## config.mk

```make
export PLATFORM = sky130hd
export DESIGN_NAME = rail_stager
export DESIGN_NICKNAME = d
export VERILOG_FILES = /design/src/rtl/rail_stager_pkg.sv /design/src/rtl/rs_group_combine.sv /design/src/rtl/rs_timer.sv /design/src/rtl/rs_retry_ctrl.sv /design/src/rtl/rail_stager.sv
export SDC_FILE = /design/constraint.sdc
export NUM_CORES = 1
export LEC_CHECK = 0
export ABC_AREA = 1
export CORE_AREA = 2 2 102 104
export CTS_BUF_LIST = sky130_fd_sc_hd__clkbuf_4 sky130_fd_sc_hd__clkbuf_8
export DETAILED_ROUTE_END_ITERATION = 10
export DIE_AREA = 0 0 104 106
export SLEW_MARGIN = 10
export SYNTH_ARGS = -nofsm -noshare
export SYNTH_HDL_FRONTEND = slang
export SYNTH_SLANG_ARGS = --single-unit
```

## constraint.sdc

```tcl
create_clock -name clk -period 2.7 [get_ports clk]
set_input_delay 0.54 -clock clk [delete_from_list [all_inputs] [get_ports clk]]
set_output_delay 0.54 -clock clk [all_outputs]
set_load 0.05 [all_outputs]
```

## src/rtl/rail_stager_pkg.sv

```systemverilog
package rail_stager_pkg;

    localparam int MAX_RETRIES = 6;

    typedef enum logic [2:0] {
        ST_IDLE, ST_QUAL, ST_GAP, ST_ON, ST_DOWN, ST_WAITLOW, ST_RESTART, ST_LOCK
    } stage_e;

    typedef enum logic [1:0] {
        POL_IGNORE   = 2'd0,
        POL_SHUTDOWN = 2'd1,
        POL_LIMITED  = 2'd2,
        POL_FOREVER  = 2'd3
    } policy_e;

    // Decide whether another power-up attempt is allowed.
    function automatic logic may_retry(policy_e pol, logic [2:0] used, logic [2:0] limit);
        logic [2:0] lim;
        lim = (int'(limit) > MAX_RETRIES) ? 3'(MAX_RETRIES) : limit;
        return (pol == POL_FOREVER) || ((pol == POL_LIMITED) && (used < lim));
    endfunction

endpackage

```

## src/rtl/rs_group_combine.sv

```systemverilog
module rs_group_combine #(
    parameter int NRAILS  = 6,
    parameter int NGROUPS = 3,
    parameter int RAIL_GROUP [NRAILS] = '{0, 1, 0, 0, 2, 2}
) (
    input  logic [NRAILS-1:0]  rail_pg,
    output logic [NGROUPS-1:0] grp_all,
    output logic [NGROUPS-1:0] grp_any
);
    function automatic logic [NRAILS-1:0] member_mask(int g);
        logic [NRAILS-1:0] m;
        m = '0;
        for (int r = 0; r < NRAILS; r++)
            if (RAIL_GROUP[r] == g) m[r] = 1'b1;
        return m;
    endfunction

    for (genvar g = 0; g < NGROUPS; g++) begin : g_grp
        localparam logic [NRAILS-1:0] MASK = member_mask(g);
        assign grp_all[g] = &(rail_pg | ~MASK);
        assign grp_any[g] = |(rail_pg & MASK);
    end
endmodule

```

## src/rtl/rs_timer.sv

```systemverilog
module rs_timer #(
    parameter int TW = 16
) (
    input  logic          clk,
    input  logic          rst,
    input  logic          clr,
    output logic [TW-1:0] cnt
);
    always_ff @(posedge clk) begin
        if (rst || clr)        cnt <= '0;
        else if (cnt != '1)    cnt <= cnt + 1'b1;
    end
endmodule

```

## src/rtl/rs_retry_ctrl.sv

```systemverilog
module rs_retry_ctrl
    import rail_stager_pkg::*;
(
    input  logic       clk,
    input  logic       rst,
    input  logic       clr,
    input  logic       inc,
    input  logic [1:0] mode,
    input  logic [2:0] limit,
    output logic       allow
);
    logic [2:0] used;

    always_ff @(posedge clk) begin
        if (rst || clr)               used <= '0;
        else if (inc && used != '1)   used <= used + 1'b1;
    end

    assign allow = may_retry(policy_e'(mode), used, limit);
endmodule

```

## src/rtl/rail_stager.sv

```systemverilog
module rail_stager
    import rail_stager_pkg::*;
#(
    parameter int NRAILS      = 6,
    parameter int NGROUPS     = 3,
    parameter int RAIL_GROUP [NRAILS] = '{0, 1, 0, 0, 2, 2},
    parameter int TW          = 16,
    parameter int SEQ_DLY     = 4,
    parameter int QUAL_WIN    = 20,
    parameter int RESTART_DLY = 8
) (
    input  logic               clk,
    input  logic               rst,
    input  logic               enable,
    input  logic               ext_fault,
    input  logic [NRAILS-1:0]  rail_pg,
    input  logic [1:0]         fault_mode,
    input  logic [2:0]         retry_limit,
    output logic [NGROUPS-1:0] grp_en,
    output logic [NGROUPS-1:0] grp_dchg,
    output logic               fault_n
);
    localparam int IW = (NGROUPS > 1) ? $clog2(NGROUPS) : 1;
    localparam logic [IW-1:0] LAST     = IW'(NGROUPS - 1);
    localparam logic [TW-1:0] GAP_END  = TW'((SEQ_DLY > 0) ? SEQ_DLY - 1 : 0);
    localparam logic [TW-1:0] QUAL_END = TW'((QUAL_WIN > 0) ? QUAL_WIN - 1 : 0);
    localparam logic [TW-1:0] RST_END  = TW'((RESTART_DLY > 0) ? RESTART_DLY - 1 : 0);

    stage_e              st, st_n;
    logic [IW-1:0]       idx, idx_n, nxt;
    logic [NGROUPS-1:0]  en_n, dchg_n, grp_all, grp_any;
    logic                fault_q, flt_n, go_down, tmr_clr, r_inc, r_clr, allow;
    logic [TW-1:0]       cnt;
    policy_e             pol;

    assign pol = policy_e'(fault_mode);
    assign nxt = idx + 1'b1;

    rs_group_combine #(.NRAILS(NRAILS), .NGROUPS(NGROUPS), .RAIL_GROUP(RAIL_GROUP)) u_comb (
        .rail_pg(rail_pg), .grp_all(grp_all), .grp_any(grp_any));

    rs_timer #(.TW(TW)) u_tmr (.clk(clk), .rst(rst), .clr(tmr_clr), .cnt(cnt));

    rs_retry_ctrl u_retry (.clk(clk), .rst(rst), .clr(r_clr), .inc(r_inc),
        .mode(fault_mode), .limit(retry_limit), .allow(allow));

    always_comb begin
        st_n = st; idx_n = idx; en_n = grp_en; dchg_n = grp_dchg;
        flt_n = fault_q; go_down = 1'b0; r_inc = 1'b0; r_clr = 1'b0;
        case (st)
            ST_IDLE: begin
                r_clr = 1'b1;
                flt_n = 1'b0;
                if (enable && !ext_fault) begin
                    st_n = ST_QUAL; idx_n = '0; en_n[0] = 1'b1; dchg_n[0] = 1'b0;
                end
            end
            ST_QUAL, ST_GAP, ST_ON: begin
                if (ext_fault) begin
                    go_down = 1'b1; flt_n = 1'b1;
                end else if (!enable) begin
                    go_down = 1'b1;
                end else if (st == ST_QUAL) begin
                    if (grp_all[idx] || (cnt == QUAL_END && pol == POL_IGNORE)) begin
                        if (idx == LAST)       st_n = ST_ON;
                        else if (SEQ_DLY == 0) begin
                            idx_n = nxt; en_n[nxt] = 1'b1; dchg_n[nxt] = 1'b0;
                        end else               st_n = ST_GAP;
                    end else if (cnt == QUAL_END) begin
                        go_down = 1'b1; flt_n = 1'b1;
                    end
                end else if (st == ST_GAP) begin
                    if (cnt == GAP_END) begin
                        st_n = ST_QUAL; idx_n = nxt; en_n[nxt] = 1'b1; dchg_n[nxt] = 1'b0;
                    end
                end else if (!(&grp_all) && pol != POL_IGNORE) begin
                    go_down = 1'b1; flt_n = 1'b1;
                end
            end
            ST_DOWN: begin
                if (!grp_any[idx]) begin
                    if (idx != '0) begin
                        idx_n = idx - 1'b1; en_n[idx - 1'b1] = 1'b0; dchg_n[idx - 1'b1] = 1'b1;
                    end else if (!enable) begin
                        st_n = ST_IDLE; flt_n = 1'b0;
                    end else if (fault_q) begin
                        st_n = allow ? ST_WAITLOW : ST_LOCK;
                    end else begin
                        st_n = ST_IDLE;
                    end
                end
            end
            ST_WAITLOW: begin
                if (!enable) begin
                    st_n = ST_IDLE; flt_n = 1'b0;
                end else if (rail_pg == '0 && !ext_fault) st_n = ST_RESTART;
            end
            ST_RESTART: begin
                if (!enable) begin
                    st_n = ST_IDLE; flt_n = 1'b0;
                end else if (ext_fault) st_n = ST_WAITLOW;
                else if (cnt == RST_END) begin
                    st_n = ST_QUAL; idx_n = '0; en_n[0] = 1'b1; dchg_n[0] = 1'b0;
                    flt_n = 1'b0; r_inc = 1'b1;
                end
            end
            ST_LOCK: begin
                if (!enable) begin
                    st_n = ST_IDLE; flt_n = 1'b0;
                end else if (allow) st_n = ST_WAITLOW;
            end
            default: st_n = ST_IDLE;
        endcase
        if (go_down) begin
            st_n = ST_DOWN; en_n[idx] = 1'b0; dchg_n[idx] = 1'b1;
        end
    end

    assign tmr_clr = (st_n != st) || (idx_n != idx);

    always_ff @(posedge clk) begin
        if (rst) begin
            st <= ST_IDLE; idx <= '0; grp_en <= '0; grp_dchg <= '1; fault_q <= 1'b0;
        end else begin
            st <= st_n; idx <= idx_n; grp_en <= en_n; grp_dchg <= dchg_n; fault_q <= flt_n;
        end
    end

    assign fault_n = ~fault_q;
endmodule

```

Yosys cells after proc, flatten, opt, wreduce, memory -nomap -nowiden
Cells that the tools add are included.

storage, ports and cells
  flip-flop bits (word level) = 31
  output and inout bits = 7
  logic and storage cells = 184

operators by class
  add/sub/neg operators = 4
  magnitude comparators = 8
  eq/ne operators = 26
  multiplexer cells = 100
  bitwise operators = 10
  reduce and logical (&&, ||, !) cells = 29

operator list
  kind                                                                  count
  3-bit 2-to-1 mux                                                      36
  1-bit 2-to-1 mux                                                      40
  2-bit 2-to-1 mux                                                      12
  3-bit one-hot mux with 6 select lines                                 1
  16-bit by 1-bit adder with 16-bit output, second input constant       1
  16-bit by 2-bit == test with 1-bit output, second input constant      1
  16-bit by 3-bit == test with 1-bit output, second input constant      1
  16-bit by 5-bit == test with 1-bit output, second input constant      1
  16-bit inequality test, second input constant                         1
  4-bit inequality test, second input constant                          4
  3-bit == test, second input constant                                  4
  3-bit inequality test, second input constant                          4
  3-bit bitwise AND                                                     3
  1-bit logical AND                                                     9
  2-bit by 3-bit < comparator with 1-bit output, second input constant  3
  3-bit inverter                                                        3
  3-bit bitwise OR                                                      3
  9-bit AND reduction                                                   1
  1-bit one-hot mux with 4 select lines                                 2
  2-bit one-hot mux with 2 select lines                                 2
  2-bit one-hot mux with 4 select lines                                 1
  1-bit demux with 2-bit select                                         3
  2-bit == test, second input constant                                  3
  3-bit by 2-bit == test with 1-bit output, second input constant       2
  24 further kinds                                                      36

Longest topological paths before layout
Gate-level depths: netlist of the first run.

  depth after elaboration = 15
  depth in mapped cells = 18

Modules after synthesis
Synthesis of the first run repeated with hierarchy kept, for this count alone.

unflattened totals
  cells, all modules = 435
  area, all modules = 2590.0 µm²

by module, submodules not included
  module            times used  cells an instance  area an instance (µm²)  sequential area each (µm²)
  rail_stager       1           249                1360.1                  240.2
  rs_timer          1           142                958.4                   320.3
  rs_retry_ctrl     1           34                 224.0                   60.1
  rs_group_combine  1           10                 47.5                    0.0

Worst setup path after synthesis of the first run
Ideal clock, no wire load.

  kind = reg2reg
  start = reg idx[1]
  end = reg u_tmr.cnt[7]
  library setup time = 63 ps
  arrival time = 1980 ps
  slack = 657 ps
  cell stages (with the launch flop) = 19
  cell sequence = dfxtp_1 > clkbuf_2 > inv_1 > ha_1 > clkbuf_1 > nand2_1 > o21ai_0 > nand2_1 > nand3_1 > nand2_1 > nor2_1 > nor2_1 > nand2_1 > inv_1 > nand2_1 > nor2_1 > nand2_2 > buf_6 > nor2_2

on the way
  longest elaborated chain between the ends = 12
  elaborated cells on any way between the ends = 39

RTL lines
  element                                                                    RTL line            text
  start: declaration                                                         rail_stager.sv:30   logic [IW-1:0] idx, idx_n, nxt;
  start signal: assignment                                                   rail_stager.sv:125  st <= st_n; idx <= idx_n; grp_en <= en_n; grp_dchg <= dchg_n; fault_q <= flt_n;
  1-bit binary-select mux with 2-bit select                                  rail_stager.sv:64   if (grp_all[idx] || (cnt == QUAL_END && pol == POL_IGNORE)) begin
  1-bit 2-to-1 mux (implied by the code)                                     rail_stager.sv:64
  1-bit logical OR                                                           rail_stager.sv:64
  3-bit 2-to-1 mux or 1-bit 2-to-1 mux (tied branches)                       rail_stager.sv:64
  3-bit 2-to-1 mux or 1-bit 2-to-1 mux (tied branches)                       rail_stager.sv:63   end else if (st == ST_QUAL) begin
  3-bit 2-to-1 mux or 1-bit 2-to-1 mux (tied branches)                       rail_stager.sv:61   end else if (!enable) begin
  3-bit 2-to-1 mux or 1-bit 2-to-1 mux (tied branches)                       rail_stager.sv:59   if (ext_fault) begin
  3-bit one-hot mux with 6 select lines or 1-bit 2-to-1 mux (tied branches)  rail_stager.sv:50   case (st)
  3-bit 2-to-1 mux                                                           rail_stager.sv:114  if (go_down) begin
  3-bit inequality test                                                      rail_stager.sv:119  assign tmr_clr = (st_n != st) || (idx_n != idx);
  1-bit logical OR *                                                         rail_stager.sv:119
  1-bit logical OR *                                                         rs_timer.sv:10      if (rst || clr) cnt <= '0;
  end signal: assignment                                                     rs_timer.sv:11      else if (cnt != '1) cnt <= cnt + 1'b1;
  end: declaration                                                           rs_timer.sv:7       output logic [TW-1:0] cnt

Mark *: on every way between the ends. The rest lies on a longest branch, timed or not. The select of a mux whose other input is x is not followed.
A chain may end at the register's enable or synchronous reset.

Worst setup path after layout of the first run
  start = in rail_pg[4]
  end = reg u_tmr.cnt[0]

on the way
  longest elaborated chain between the ends = 13
  elaborated cells on any way between the ends = 34

RTL lines
  element                                                                       RTL line                                   text
  start: declaration                                                            rail_stager.sv:16                          input logic [NRAILS-1:0] rail_pg,
  2-bit AND reduction or 6-bit AND reduction (tied branches)                    rs_group_combine.sv:20, rail_stager.sv:76
  1-bit binary-select mux with 2-bit select or 1-bit zero test (tied branches)  rail_stager.sv:64, rail_stager.sv:76
  1-bit 2-to-1 mux (implied by the code) or 1-bit logical AND (tied branches)   rail_stager.sv:64, rail_stager.sv:76
  1-bit logical OR or 1-bit 2-to-1 mux (tied branches)                          rail_stager.sv:64, rail_stager.sv:76
  3-bit 2-to-1 mux (tied with other cells)                                      rail_stager.sv:64
  3-bit 2-to-1 mux or 1-bit 2-to-1 mux (tied branches)                          rail_stager.sv:63
  3-bit 2-to-1 mux or 1-bit 2-to-1 mux (tied branches)                          rail_stager.sv:61
  3-bit 2-to-1 mux or 1-bit 2-to-1 mux (tied branches)                          rail_stager.sv:59
  3-bit one-hot mux with 6 select lines or 1-bit 2-to-1 mux (tied branches)     rail_stager.sv:50
  3-bit 2-to-1 mux                                                              rail_stager.sv:114
  3-bit inequality test                                                         rail_stager.sv:119
  1-bit logical OR *                                                            rail_stager.sv:119
  1-bit logical OR *                                                            rs_timer.sv:10

Marked as above.

==> results.py, run 1 <==
metrics = {
    "timing": {
        "hold_viol": 0,
        "slew_viol_final": 0,
        "fin_skew_ns": 0.00461,
        "fin_tns_setup_ns": 0,
        "setup_viol": 0,
        "max-slew-margin-rel": 0.578,
        "fmax_mhz": 413,
        "fin_crit_sh": 0.897,
        "finalCriticalPeriod_ns": 2.42,
        "rsz0062_at_grt": "no",
        "worstMarginPinSlew_ns": 0.630,
    },
    "clock_tree": {
        "cts_hold_buf": 0,
        "cts_resized": 0,
        "cts_inserted_buffers": 5,
        "cts_sinks": 31,
        "htreeDepth": 2,
        "cts_buffer_depth": 2,
        "clk_pin_slew_worst_paths_ns": 0.07,
        "ctsRootBufferMaster": "clkbuf_8",
        "clk_latency_ns": 0.29,
        "cts_tree": "built",
        "cts_setup_buffers": 0,
    },
    "die": {
        "die_x_um": 104,
        "initial_core_util": 0.240,
        "core_area_mm2": 0.0100,
        "num_rows": 37,
        "ioPinCount": 22,
        "die_y_um": 106,
        "dieArea_mm2": 0.0110,
    },
    "yosys": {
        "synth_compound_gate_area_share": 0.0802,
        "synthSimpleGateAreaFrac": 0.452,
        "syn_area_mm2": 0.00240,
        "synthAdderAreaFrac": 0.0573,
        "synth_mux_area_frac": 0.00416,
        "syn_area_per_cell_um2": 6.29,
        "yosysTopAreaCell": "dfxtp_1",
        "seq_area_frac_synth": 0.258,
        "synth.distinct_cells": 33,
        "netlist_instances": 382,
        "synth_xor_area_frac": 0.0474,
        "synth_area_leaders": "dfxtp_1, nand2_1, nor2_1",
        "yosys_warnings": 0,
        "yosys_register_bits": 31,
        "synth.top_cell.area_share": 0.258,
        "synthesis.nets": 408,
        "synth_top_family_by_area": "simple AND/OR/NAND/NOR gates",
    },
    "worst_setup_path": {
        "cp_max_fo": 16,
        "crit_arrival_ns": 2.65,
        "worstPathRequired_ns": 2.93,
        "worstSetupPathType": "in -> reg",
        "cp-start-kind": "primary input",
        "worstSetupEndpointType": "register",
    },
    "final_layout": {
        "fillers": 1129,
        "nets": 441,
        "n_antenna_cell": 0,
        "area_growth_pct": 22.1,
        "final_layout_size_suffix_gt1_frac": 0.128,
    },
    "global_route": {
        "grt_max_degree": 17,
        "first_global_vias": 2340,
        "grt_usage": 0.121,
        "antenna_found_initial": 0,
        "grt_overflow": 0,
        "grt_pass1_wl_um": 10900,
    },
    "pwr": {
        "clockPowerShare": 0.351,
        "p_seq_frac": 0.381,
        "leakage_nw": 1.26,
        "power_mw": 1.31,
        "switchingPower_mw": 0.418,
        "p_int_mw": 0.895,
        "vdd_drop_max_uv": 134,
        "power_density_mw_per_mm2": 447,
        "swShare": 0.318,
        "combinationalPowerShare": 0.267,
    },
    "routing": {
        "vias_per_cell": 4.48,
        "drt-total-wl_um": 6310,
        "antenna_left": 0,
        "drt_iter0_markers": 98,
        "wl_per_cell_um": 11.5,
        "first_pass_iters": 5,
        "drc_errors": 0,
        "vias": 2468,
    },
    "job": {
        "max_cap_viol_count": 0,
    },
    "placed_design": {
        "hpwl_um": 4970,
        "port-buffer-count": 21,
        "gp_congestion": 0.921,
    },
    "outcome": {
        "outcome": "finished, final reports clean",
    },
    "hold_path": {
        "hp-class": "reg -> reg",
    },
}
## per-stage QoR
| stage | utilization | cells | setup slack, ns | hold slack (ns) | instance area, um2 |
|---|---|---|---|---|---|
| after floorplan | - | 382 | 0.657 | 0.457 | 2400 |
| after global placement | 0.283 | 544 | 0.0248 | 0.459 | 2830 |
| after detailed placement | 0.283 | 544 | 0.0499 | 0.478 | 2830 |
| after CTS | 0.294 | 551 | 0.344 | 0.488 | 2940 |
| after global routing | 0.294 | 551 | 0.0893 | 0.524 | 2940 |
| final | 0.294 | 551 | 0.279 | 0.479 | 2940 |
## cell usage after synthesis, drive strengths merged
library cell / count
nand2: 91
nor2: 81
inv: 53
nand3: 39
dfxtp: 31
o21ai: 18
a21oi: 12
nor3: 12
ha: 11
xor2: 11
nand4: 5
buf: 3
clkbuf: 2
nand3b: 2
nor4: 2
xnor2: 2
a21o: 1
a31oi: 1
a41oi: 1
mux2i: 1
o21a: 1
o311ai: 1
or2: 1
## power groups by stage
stage          Clock, mW  Sequential, mW  Combinational (mW)
2_1_floorplan          0           0.520               0.228
5_1_grt            0.496           0.503               0.393
6_report           0.461           0.501               0.351
3_3_place_gp           0           0.511               0.348
4_1_cts            0.473           0.501               0.353
3_5_place_dp           0           0.511               0.350
## worst paths after layout
kind,startpoint,end,slack (ns),depth (start not counted)
setup reg to reg,idx[0]$_SDFF_PP0_,u_tmr.cnt[0]$_SDFFE_PP0P_,0.43,16
hold reg to reg,grp_en[2]$_SDFF_PP0_,grp_en[2]$_SDFF_PP0_,0.48,2
setup / recovery,rail_pg[4],u_tmr.cnt[0]$_SDFFE_PP0P_,0.28,14
hold / removal,grp_en[2]$_SDFF_PP0_,grp_en[2]$_SDFF_PP0_,0.48,2
## cell families after synthesis
| kind of cell | Yosys count |
|---|---|
| flops | 31 |
| xor+xnor | 13 |
| fa+ha+maj | 11 |
| compound gates | 35 |
| mux | 1 |
| simple gates | 233 |
| buf+inv | 58 |
## placed cells by master, fill, tap and decap left out, types with 5 or more instances in the layout
cell type	synthesis	final
nand2_2	6	6
o21ai_0	16	16
clkdlybuf4s50_1	0	21
nand2_1	85	85
nand3_1	35	35
nand4_1	5	5
xor2_1	11	11
inv_2	5	5
nor2_1	62	62
dfxtp_1	31	31
a21oi_1	12	12
buf_4	0	9
nor2_2	14	14
ha_1	11	11
nor3_1	11	11
inv_1	48	48
clkbuf_8	0	5
## area by class of cell
| type | count | area, um2 | area share |
|---|---|---|---|
| inverter | 53 | 199 | 0.0678 |
| clock inverter | 1 | 30.0 | 0.0102 |
| tap | 136 | 170 | 0.0580 |
| sequential | 31 | 621 | 0.211 |
| multi-input combinational | 293 | 1540 | 0.525 |
| timing repair buffer | 31 | 298 | 0.101 |
| clock buffer | 6 | 76.3 | 0.0260 |
## per-layer routing
metal,track usage,up-vias,share of wire
met2,0.214,55,0.49
met5,0,-,0
li1,-,1278,-
met4,0.0367,0,0.019
met1,0.144,1122,0.45
met3,0.0313,13,0.043
## worst max-delay path, stage by stage
cell and delay, ns:
clkdlybuf4s50_1 0.50, nand2_1 0.08, nor3_1 0.33, nor2_1 0.12, nor2_1 0.12, o21ai_2 0.08
nand2_2 0.18, nand3_2 0.11, nand2_1 0.07, nand2_1 0.06, nor2_2 0.12, nand2_2 0.08
buf_12 0.16, nor2_1 0.08
## state kept, by name, summed over array words and instances (netlist names)
signal	flops
u_tmr.cnt	16
grp_dchg	3
grp_en	3
st	3
u_retry.used	3
idx	2
fault_q	1
Power figures use the tool's default switching activity.
==> run 2: changes to the inputs <==
GPL_ROUTABILITY_DRIVEN = 1   (was unset)
MAX_ROUTING_LAYER = met4   (was unset)
==> results.py, run 2 (same netlist as run 1, synthesis figures left out) <==
metrics = {
    "outcome": {
        "outcome": "finished, final reports clean",
    },
    "placed_design": {
        "port-buffer-count": 21,
        "place_area_mm2": 0.00284,
        "dp_slack_ns": 0.00250,
        "dp.cells": 546,
        "gp_congestion": 1.01,
        "hpwl_um": 5110,
    },
    "worst_setup_path": {
        "cp_common_cell": "nand2_1",
        "critPathMaxStageDelay_ns": 0.47,
        "crit_buf_inv": 3,
        "cp_max_fo": 16,
        "crit_chain": "clkdlybuf4s50_1, inv_1, ha_1, a21oi_1, nand2_1, nand2_1, nand2_1, a21oi_1, nand2_1, nand3_1, nand2_1, nor2_2, nand2_2, buf_12, nor2_1",
        "crit_arrival_ns": 2.63,
        "worstPathRequired_ns": 2.92,
        "worstSetupPathType": "in -> reg",
        "cp-start-kind": "primary input",
        "cpLargestDelayFamily": "simple AND/OR/NAND/NOR gates",
        "worstSetupEndpointType": "register",
        "slowest_stage": "clkdlybuf4s50_1",
    },
    "final_layout": {
        "top_register": "u_tmr.cnt",
        "fillers": 1121,
        "mostFrequentLayoutCell": "nand2_1",
        "final_layout_size_suffix_gt1_frac": 0.134,
        "largest_register_ffs": 16,
        "area_growth_pct": 23.2,
        "post-route-util": 0.296,
        "n_antenna_cell": 0,
        "layout_common_cells": "nand2_1, nor2_1, inv_1, nand3_1, dfxtp_1",
        "fin_area_mm2": 0.00296,
        "fin_cells": 554,
        "nets": 443,
    },
    "timing": {
        "finalCriticalPeriod_ns": 2.42,
        "fmax_mhz": 414,
        "worstMarginPinSlew_ns": 0.627,
        "setup_viol": 0,
        "max-slew-margin-rel": 0.580,
        "setup_ws_ns": 0.282,
        "fin_skew_ns": 0.00958,
        "slew_viol_final": 0,
        "rsz0062_at_grt": "no",
        "fin_crit_sh": 0.896,
        "fin_tns_setup_ns": 0,
        "hold_viol": 0,
    },
    "global_route": {
        "antenna_found_initial": 0,
        "grt_max_degree": 17,
        "grt_overflow": 0,
        "grt_pass1_wl_um": 11000,
        "grt_usage": 0.124,
        "first_global_vias": 2378,
    },
    "pwr": {
        "vdd_drop_max_uv": 168,
        "leakage_nw": 1.27,
        "power_density_mw_per_mm2": 453,
    },
    "clock_tree": {
        "cts_tree": "built",
        "cts_resized": 0,
        "cts_sinks": 31,
        "clk_latency_ns": 0.28,
        "ctsRootBufferMaster": "clkbuf_8",
        "cts_buffer_depth": 2,
        "clk_pin_slew_worst_paths_ns": 0.07,
        "cts_inserted_buffers": 5,
        "cts_hold_buf": 0,
        "cts_setup_buffers": 0,
        "htreeDepth": 2,
    },
    "routing": {
        "drt-total-wl_um": 6500,
        "drc_errors": 0,
        "vias_per_cell": 4.54,
        "wl_per_cell_um": 11.7,
        "first_pass_iters": 5,
        "drt_iter0_markers": 158,
        "antenna_left": 0,
        "vias": 2515,
    },
    "job": {
        "max_cap_viol_count": 0,
    },
    "die": {
        "initial_core_util": 0.240,
        "die_x_um": 104,
        "ioPinCount": 22,
        "core_area_mm2": 0.0100,
        "die_y_um": 106,
        "dieArea_mm2": 0.0110,
        "num_rows": 37,
    },
    "hold_path": {
        "hp-class": "reg -> reg",
    },
}
-- run 2: report_power, final --
part	internal (mW)	leakage [nW]	switching, mW
registers	0.478	0.251	0.0229
clock network	0.299	0.0612	0.186
logic	0.136	0.962	0.219
-- run 2: final cells by class --
| cell class | count | area [um2] | area share |
|---|---|---|---|
| inverter | 53 | 199 | 0.0672 |
| sequential | 31 | 621 | 0.210 |
| multi-input combinational | 293 | 1540 | 0.520 |
| clock inverter | 2 | 35.0 | 0.0118 |
| timing repair buffer | 33 | 313 | 0.106 |
| tap | 136 | 170 | 0.0575 |
| clock buffer | 6 | 82.6 | 0.0279 |
-- run 2: worst paths after layout --
kind	to	start	cells past startpoint	slack [ns]
setup / recovery	u_tmr.cnt[14]$_SDFFE_PP0P_	retry_limit[2]	15	0.28
hold / removal	grp_en[1]$_SDFF_PP0_	grp_en[1]$_SDFF_PP0_	2	0.47
setup reg to reg	u_tmr.cnt[14]$_SDFFE_PP0P_	u_tmr.cnt[0]$_SDFFE_PP0P_	14	0.35
hold reg to reg	grp_en[1]$_SDFF_PP0_	grp_en[1]$_SDFF_PP0_	2	0.47
-- run 2: through the flow --
stage | power [mW] | hold slack (ns)
after floorplan | 0.748 | 0.457
after global placement | 0.862 | 0.461
after detailed placement | 0.862 | 0.470
after CTS | 1.35 | 0.482
after global routing | 1.41 | 0.494
final | 1.34 | 0.474
-- run 2: routing by layer --
metal | up-vias | routed length [um] | track usage
met5 | - | 0 | -
met1 | 1154 | 2830 | 0.143
met3 | 10 | 368 | 0.0245
met2 | 62 | 3200 | 0.216
li1 | 1289 | - | -
met4 | 0 | 97 | 0.0376
-- run 2: worst min-delay path, cell delays in order (launching register included) --
cell,delay [ns]
dfxtp_1,0.32
nand2_1,0.06
a21oi_1,0.06
